**src/rtl/clkdiv_pkg.sv**
```systemverilog
package clkdiv_pkg;
  // Divider geometry shared by all sub-blocks.
  localparam int unsigned CNT_W = 4;
  localparam int unsigned TAP_W = $clog2(CNT_W);
  localparam int unsigned SEL_W = TAP_W + 1;

  typedef enum logic {
    MODE_PASS = 1'b0,
    MODE_DIV  = 1'b1
  } div_mode_e;
endpackage

```
**src/rtl/clkdiv_sel_decode.sv**
```systemverilog
module clkdiv_sel_decode
  import clkdiv_pkg::*;
(
  input  logic [SEL_W-1:0] sel,
  output div_mode_e        mode,
  output logic [TAP_W-1:0] tap
);
  // Top bit alone decides pass-through; the low bits pick the counter bit.
  always_comb begin
    mode = sel[SEL_W-1] ? MODE_DIV : MODE_PASS;
    tap  = sel[TAP_W-1:0];
  end
endmodule

```
**src/rtl/clkdiv_enable_reg.sv**
```systemverilog
module clkdiv_enable_reg (
  input  logic clk_in,
  input  logic hold_n,
  output logic en_q
);
  // Sampled on the falling edge so the gate only moves while clk_in is low.
  always_ff @(negedge clk_in or negedge hold_n) begin
    if (!hold_n) en_q <= 1'b0;
    else         en_q <= 1'b1;
  end

  AST_EN_OPENS: assert property (@(negedge clk_in) disable iff (!hold_n)
    hold_n |=> en_q);
endmodule

```
**src/rtl/clkdiv_counter.sv**
```systemverilog
module clkdiv_counter
  import clkdiv_pkg::*;
(
  input  logic             clk_in,
  input  logic             hold_n,
  input  logic             en_q,
  output logic [CNT_W-1:0] cnt_q
);
  always_ff @(posedge clk_in or negedge hold_n) begin
    if (!hold_n)   cnt_q <= '0;
    else if (en_q) cnt_q <= cnt_q + 1'b1;
  end

  AST_COUNT_STEP: assert property (@(posedge clk_in) disable iff (!hold_n)
    en_q |=> (cnt_q == $past(cnt_q) + 1'b1));
  AST_COUNT_HOLD: assert property (@(posedge clk_in) disable iff (!hold_n)
    !en_q |=> $stable(cnt_q));
endmodule

```
**src/rtl/clkdiv_out_stage.sv**
```systemverilog
module clkdiv_out_stage
  import clkdiv_pkg::*;
#(
  parameter int unsigned NUM_PAIRS = 2
) (
  input  logic                 clk_in,
  input  logic                 hold_n,
  input  logic                 en_q,
  input  div_mode_e            mode,
  input  logic [TAP_W-1:0]     tap,
  input  logic [CNT_W-1:0]     cnt_q,
  output logic [NUM_PAIRS-1:0] out_p,
  output logic [NUM_PAIRS-1:0] out_n
);
  logic src;

  always_comb begin
    src = (mode == MODE_PASS) ? clk_in : cnt_q[tap];
  end

  for (genvar g = 0; g < NUM_PAIRS; g++) begin : g_pair
    always_comb begin
      out_p[g] = en_q & src;
      out_n[g] = ~(en_q & src);
    end
  end

  AST_PARK_LEVEL: assert property (@(negedge clk_in) disable iff (!hold_n)
    !en_q |-> (out_p == '0 && out_n == '1));
endmodule

```
**src/rtl/pow2_clock_divider.sv**
```systemverilog
module pow2_clock_divider
  import clkdiv_pkg::*;
#(
  parameter int unsigned NUM_PAIRS = 2
) (
  input  logic                 clk_in,
  input  logic                 hold_n,
  input  logic [SEL_W-1:0]     div_sel,
  output logic [NUM_PAIRS-1:0] out_p,
  output logic [NUM_PAIRS-1:0] out_n
);
  div_mode_e        mode;
  logic [TAP_W-1:0] tap;
  logic             en_q;
  logic [CNT_W-1:0] cnt_q;

  clkdiv_sel_decode u_dec (
    .sel  (div_sel),
    .mode (mode),
    .tap  (tap)
  );

  clkdiv_enable_reg u_en (
    .clk_in (clk_in),
    .hold_n (hold_n),
    .en_q   (en_q)
  );

  clkdiv_counter u_cnt (
    .clk_in (clk_in),
    .hold_n (hold_n),
    .en_q   (en_q),
    .cnt_q  (cnt_q)
  );

  clkdiv_out_stage #(.NUM_PAIRS(NUM_PAIRS)) u_out (
    .clk_in (clk_in),
    .hold_n (hold_n),
    .en_q   (en_q),
    .mode   (mode),
    .tap    (tap),
    .cnt_q  (cnt_q),
    .out_p  (out_p),
    .out_n  (out_n)
  );
endmodule

```
**config.mk**
```make
export PLATFORM = sky130hd
export DESIGN_NAME = pow2_clock_divider
export DESIGN_NICKNAME = d
export VERILOG_FILES = /design/src/rtl/clkdiv_pkg.sv /design/src/rtl/clkdiv_sel_decode.sv /design/src/rtl/clkdiv_enable_reg.sv /design/src/rtl/clkdiv_counter.sv /design/src/rtl/clkdiv_out_stage.sv /design/src/rtl/pow2_clock_divider.sv
export SDC_FILE = /design/constraint.sdc
export NUM_CORES = 1
export LEC_CHECK = 0
export BUFFER_PORTS_ARGS = -buffer_cell sky130_fd_sc_hd__buf_2
export CORE_AREA = 5 5 42 44
export DETAILED_ROUTE_END_ITERATION = 10
export DIE_AREA = 0 0 47 49
export SYNTH_ARGS = -nofsm -noshare
export SYNTH_HDL_FRONTEND = slang
export SYNTH_SLANG_ARGS = --single-unit
```
**constraint.sdc**
```tcl
create_clock -name clk_in -period 1.19 [get_ports clk_in]
set_input_delay 0 -clock clk_in [delete_from_list [all_inputs] [get_ports clk_in]]
set_output_delay 0 -clock clk_in [all_outputs]
set_load 0.01 [all_outputs]
```
==> results of run 1 <==
==> layout by cell type, fill, tap and decap left out <==
| cell | Yosys | routed |
|---|---|---|
| conb_1 | 1 | 1 |
| a221o_1 | 1 | 1 |
| ha_1 | 1 | 1 |
| buf_6 | 0 | 9 |
| nand2_2 | 0 | 1 |
| clkbuf_1 | 0 | 2 |
| clkbuf_4 | 0 | 8 |
| xor2_1 | 1 | 1 |
| dlygate4sd3_1 | 0 | 2 |
| a221oi_2 | 0 | 1 |
| dfrtn_1 | 1 | 1 |
| mux2_4 | 0 | 3 |
| and3_4 | 0 | 1 |
| xnor2_1 | 2 | 2 |
| buf_4 | 2 | 11 |
| dfrtp_1 | 4 | 4 |
| nand4_1 | 1 | 1 |
| and3b_1 | 2 | 1 |
| buf_2 | 0 | 4 |
| and3b_2 | 0 | 1 |
==> metal layers <==
| layer | global-route usage | vias to the layer above | wire length, um |
|---|---|---|---|
| met5 | 0 | - | 0 |
| li1 | - | 144 | - |
| met1 | 0.0805 | 146 | 357 |
| met2 | 0.104 | 18 | 463 |
| met3 | 0.0775 | 7 | 68 |
| met4 | 0.207 | 0 | 67 |
==> state kept, by name (all words and copies together) (netlist names) <==
name / flops
u_en.en_q: 1
u_cnt.cnt_q: 4
==> stage by stage <==
step / power, mW / setup TNS (ns)
3_3_place_gp: 0.685 / -2.73
4_1_cts: 1.35 / -6.41
6_report: 1.40 / -6.89
5_1_grt: 1.49 / -7.25
2_1_floorplan: 0.586 / -2.52
3_5_place_dp: 0.690 / -2.85
==> layout make-up <==
cell class / count / area, um^2
sequential: 5 / 125
clock buffer: 18 / 150
timing repair buffer: 18 / 141
fill: 144 / 810
multi-input combinational: 15 / 155
tap: 16 / 20.0
==> power breakdown <==
part | internal (mW) | leakage (nW) | switching (mW)
Sequential | 0.246 | 0.0586 | 0.0388
Combinational | 0.296 | 0.144 | 0.169
Clock | 0.437 | 0.0995 | 0.214
==> final timing paths <==
check                          startpoint             end  slack, ns  cells after the start
setup / recovery                u_en.en_q        out_n[0]      -1.12                      6
hold / removal                     hold_n       u_en.en_q       0.43                      2
setup reg to reg                u_en.en_q  u_cnt.cnt_q[0]      -0.65                      6
hold reg to reg            u_cnt.cnt_q[2]  u_cnt.cnt_q[2]       0.54                      2
max in group asynchronous          hold_n  u_cnt.cnt_q[3]       0.41                      3
min in group clk_in        u_cnt.cnt_q[2]  u_cnt.cnt_q[2]       0.54                      2
==> repair_timing <==
action | CTS | global route
setup endpoints to repair | 14 | 13
pin swaps | 4 | 4
resized for setup | 8 | 10
hold buffers | 2 | 0
endpoints found under the hold margin | 5 | 0
setup buffers | 5 | 3
==> cells by family after synthesis <==
family | synth area share
mux | 0.126
xor+xnor | 0.0977
simple gates | 0.126
buf+inv | 0.0558
other cells | 0.0139
fa+ha+maj | 0.0465
compound gates | 0.0698
flops | 0.465
==> impl_metrics.env, run 1 <==
export IMPL_initial_core_util=0.192
export IMPL_holdWs_ns=0.427
export IMPL_path_class="reg -> out"
export IMPL_irDropWorstVdd_uv=1010
export IMPL_ys_top_cells_by_area="dfrtp_1, mux2_2, dfrtn_1, and3b_1, xnor2_1"
export IMPL_cp_required_ns=1.19
export IMPL_hpwl_um=461
export IMPL_synth_edf_count=0
export IMPL_crit_arrival_ns=2.31
export IMPL_syn_avg_cell_area_um2=12.2
export IMPL_utilization=0.422
export IMPL_crit_slowest_cell="dfrtn_1"
export IMPL_min_path_type="in -> async"
export IMPL_antenna_found_initial=0
export IMPL_wl_um=956
export IMPL_insertion_delay_ns=0.37
export IMPL_violations="setup timing"
export IMPL_async_flop_share=1.00
export IMPL_numPortBuffers=8
export IMPL_grt_pass1_vias=402
export IMPL_grt_first_pass_wirelength_um=1410
export IMPL_postSynthCellCount=22
export IMPL_synth_seq_cells=5
export IMPL_start_kind="flip-flop"
export IMPL_maxCapViolCount=0
export IMPL_crit_path_max_fanout=3
export IMPL_io_pins=9
export IMPL_firstDrtPassIters=2
export IMPL_viasPerCell=4.38
export IMPL_synth_top_cell_by_area="dfrtp_1"
export IMPL_drive_gt1_frac=0.696
export IMPL_syn_to_final_growth_pct=120
export IMPL_dpl_instance_area_um2=354
export IMPL_place_congestion=0.688
export IMPL_critPathMaxStageDelay_ns=0.37
export IMPL_drt_initial_drc_count=2
export IMPL_diodes=0
export IMPL_syn_nets=28
export IMPL_synth_cell_types=14
export IMPL_synth_most_common_cell="dfrtp_1"
export IMPL_timing_hold_violations_final=0
export IMPL_seq_area_frac_synth=0.465
export IMPL_setup_violations_final=13
export IMPL_stdcell_count=72
export IMPL_grt_max_degree=5
export IMPL_cts_clk_slew_worst_paths_ns=0.03
export IMPL_synthTopCellsByCount="dfrtp_1, mux2_2, and3b_1, buf_4, xnor2_1"
export IMPL_ant_nets=0
export IMPL_cts_tree="built"
export IMPL_vias=315
export IMPL_grt_overflow=0
export IMPL_dieArea_um2=2300
export IMPL_syn_area_um2=269
export IMPL_pre_cts_ws_ns=-0.436
export IMPL_drc_errors=0
export IMPL_slew_viol_final=0
export IMPL_die_x_um=47
export IMPL_status="complete, but fails checks"
export IMPL_track_usage=0.105
export IMPL_end_kind="primary output"
export IMPL_dpl_cell_count=48
export IMPL_nNetsFinal=62
export IMPL_synth_warnings=0
export IMPL_power_density_nw_per_um2=2370
export IMPL_crit_buf_inv=4
export IMPL_stdcell_area_um2=592
export IMPL_rsz0062_at_grt="true"
export IMPL_synth_top_area_frac=0.372
export IMPL_p_leak_nw=0.302
export IMPL_crit_family="buffers and inverters"
export IMPL_crit_chain="buf_6, and3b_2, a221oi_2, buf_4, buf_6, buf_6"
export IMPL_rows=14
export IMPL_wl_per_cell_um=13.3
export IMPL_core_area_um2=1400
export IMPL_die_height_um=49
export IMPL_worst_slack_ns=-1.12
export IMPL_skew_ns=0.0249
export IMPL_crit_path_frequent_cell="buf_6"
export IMPL_ys_flop_type="dfrtp_1"
No activity file was read; power rests on OpenSTA's default activity.
==> inputs of run 2 (changes only) <==
--- a/config.mk
+++ b/config.mk
@@ -6,9 +6,12 @@
 export NUM_CORES = 1
 export LEC_CHECK = 0
 export BUFFER_PORTS_ARGS = -buffer_cell sky130_fd_sc_hd__buf_2
+export CELL_PAD_IN_SITES_DETAIL_PLACEMENT = 1
+export CELL_PAD_IN_SITES_GLOBAL_PLACEMENT = 1
 export CORE_AREA = 5 5 42 44
 export DETAILED_ROUTE_END_ITERATION = 10
 export DIE_AREA = 0 0 47 49
+export PLACE_DENSITY_LB_ADDON = 0.1
 export SYNTH_ARGS = -nofsm -noshare
 export SYNTH_HDL_FRONTEND = slang
 export SYNTH_SLANG_ARGS = --single-unit
==> run 2 against run 1 <==
Net effect:
- the run still ends with setup timing left
- via count fell by 4.1%
- sequential share of layout area rose by 0.69 points
- routed wire length down 8.5%
- register-to-register slack better by 0.14 ns
- critical path type unchanged
- largest power group unchanged
==> impl_metrics.env, run 2 (synthesized netlist as in run 1, its figures left out) <==
export IMPL_die_height_um=49
export IMPL_insertion_delay_ns=0.37
export IMPL_nNetsFinal=60
export IMPL_grt_first_pass_wirelength_um=1490
export IMPL_hpwl_um=430
export IMPL_grt_overflow=0
export IMPL_start_kind="flip-flop"
export IMPL_skew_ns=0.0224
export IMPL_total_power_mw=1.45
export IMPL_grt_busiest_layer="met4"
export IMPL_power_density_nw_per_um2=2530
export IMPL_numPortBuffers=8
export IMPL_setup_violations_final=13
export IMPL_wl_um=875
export IMPL_die_x_um=47
export IMPL_top_register="u_cnt.cnt_q"
export IMPL_timing_hold_violations_final=0
export IMPL_cts_clk_slew_worst_paths_ns=0.03
export IMPL_use_met2=0.0995
export IMPL_grtUsageMet1=0.0733
export IMPL_grt_pass1_vias=440
export IMPL_stdcell_count=70
export IMPL_p_leak_nw=0.295
export IMPL_power_internal_mw=1.03
export IMPL_viasPerCell=4.31
export IMPL_syn_to_final_growth_pct=113
export IMPL_nFillCells=167
export IMPL_cts_tree="built"
export IMPL_top_regs="u_cnt.cnt_q x4, u_en.en_q x1"
export IMPL_rows=14
export IMPL_stdcell_area_um2=573
export IMPL_drt_initial_drc_count=3
export IMPL_comb_power_share=0.290
export IMPL_antenna_found_initial=0
export IMPL_initial_core_util=0.192
export IMPL_drive_gt1_frac=0.667
export IMPL_status="complete, but fails checks"
export IMPL_power_frac_seq=0.199
export IMPL_path_class="reg -> out"
export IMPL_rsz0062_at_grt="true"
export IMPL_vias=302
export IMPL_crit_arrival_ns=2.27
export IMPL_firstDrtPassIters=4
export IMPL_place_congestion=0.623
export IMPL_track_usage=0.114
export IMPL_end_kind="primary output"
export IMPL_slew_viol_final=0
export IMPL_min_path_type="in -> async"
export IMPL_violations="setup timing"
export IMPL_dieArea_um2=2300
export IMPL_crit_path_max_fanout=3
export IMPL_pwr_share_clk=0.511
export IMPL_irDropWorstVdd_uv=941
export IMPL_grt_util_met3=0.144
export IMPL_diodes=0
export IMPL_worst_slack_ns=-1.08
export IMPL_ant_nets=0
export IMPL_switchingPower_uw=418
export IMPL_dpl_instance_area_um2=347
export IMPL_grt_max_degree=5
export IMPL_io_pins=9
export IMPL_drc_errors=0
export IMPL_largest_reg_flops=4
export IMPL_maxCapViolCount=0
export IMPL_core_area_um2=1400
export IMPL_swShare=0.289
export IMPL_dpl_cell_count=47
export IMPL_cp_required_ns=1.19
export IMPL_mostFrequentLayoutCells="clkbuf_4, buf_4, buf_6, buf_2, dfrtp_1"
export IMPL_wl_per_cell_um=12.5
## run 2: cell types whose count changed in the layout (fill, tap and decap cells not counted)
cell | before | now
and3_1 | 0 | 1
clkbuf_4 | 8 | 9
buf_6 | 9 | 6
and3_4 | 1 | 0
clkbuf_8 | 0 | 2
buf_4 | 11 | 9
## run 2: metrics by stage
step                hold WS (ns)  setup slack (ns)  utilization  setup TNS (ns)
floorplan                 -0.296            -0.507            -           -2.52
global placement          -0.179            -0.405        0.247           -2.67
detailed placement        -0.181            -0.415        0.247           -2.73
CTS                        0.425             -1.14        0.404           -6.36
global route               0.435             -1.14        0.409           -6.56
finish                     0.430             -1.08        0.409           -6.17
## run 2: what timing repair did
action / in CTS / in global routing
setup buffers: 5 / 1
gates resized for setup: 11 / 4
endpoints found under the setup margin: 14 / 13
hold buffers: 2 / 0
hold endpoints to repair: 5 / 0
pin swaps: 4 / 3
## run 2: area by class of cell
type | count | area [um^2] | share of cell area
Sequential cell | 5 | 125 | 0.218
Clock buffer | 20 | 170 | 0.297
Tap cell | 16 | 20.0 | 0.0349
Timing Repair Buffer | 14 | 108 | 0.188
Multi-Input combinational cell | 15 | 150 | 0.262
## run 2: path summary, 6_finish.rpt
check	from	depth (start not counted)	end	slack (ns)
setup reg to reg	u_en.en_q	5	u_cnt.cnt_q[3]	-0.51
min in group clk_in	u_cnt.cnt_q[3]	2	u_cnt.cnt_q[3]	0.55
hold / removal	hold_n	2	u_en.en_q	0.43
max in group asynchronous	hold_n	3	u_cnt.cnt_q[0]	0.43
setup / recovery	u_en.en_q	6	out_n[1]	-1.08
hold reg to reg	u_cnt.cnt_q[3]	2	u_cnt.cnt_q[3]	0.55
## run 2: worst max-delay path, stage by stage (launching register included)
cell and delay (ns):
dfrtn_1 0.36, buf_6 0.13, and3b_2 0.21, a221oi_2 0.25
buf_4 0.16, clkbuf_8 0.11, buf_6 0.09
## run 2: power by group through the flow
stage | registers [mW] | clock network, mW | logic (mW)
final | 0.288 | 0.741 | 0.420
after CTS | 0.287 | 0.767 | 0.427
after global routing | 0.294 | 0.809 | 0.457
after detailed placement | 0.310 | 0.115 | 0.264
after global placement | 0.311 | 0.115 | 0.263
after floorplan | 0.302 | 0.121 | 0.163
## run 2: per-layer routing
| layer | vias up | share of wire |
|---|---|---|
| li1 | 144 | - |
| met1 | 135 | 0.37 |
| met2 | 17 | 0.47 |
| met3 | 6 | 0.094 |
| met4 | 0 | 0.058 |
| met5 | - | 0 |
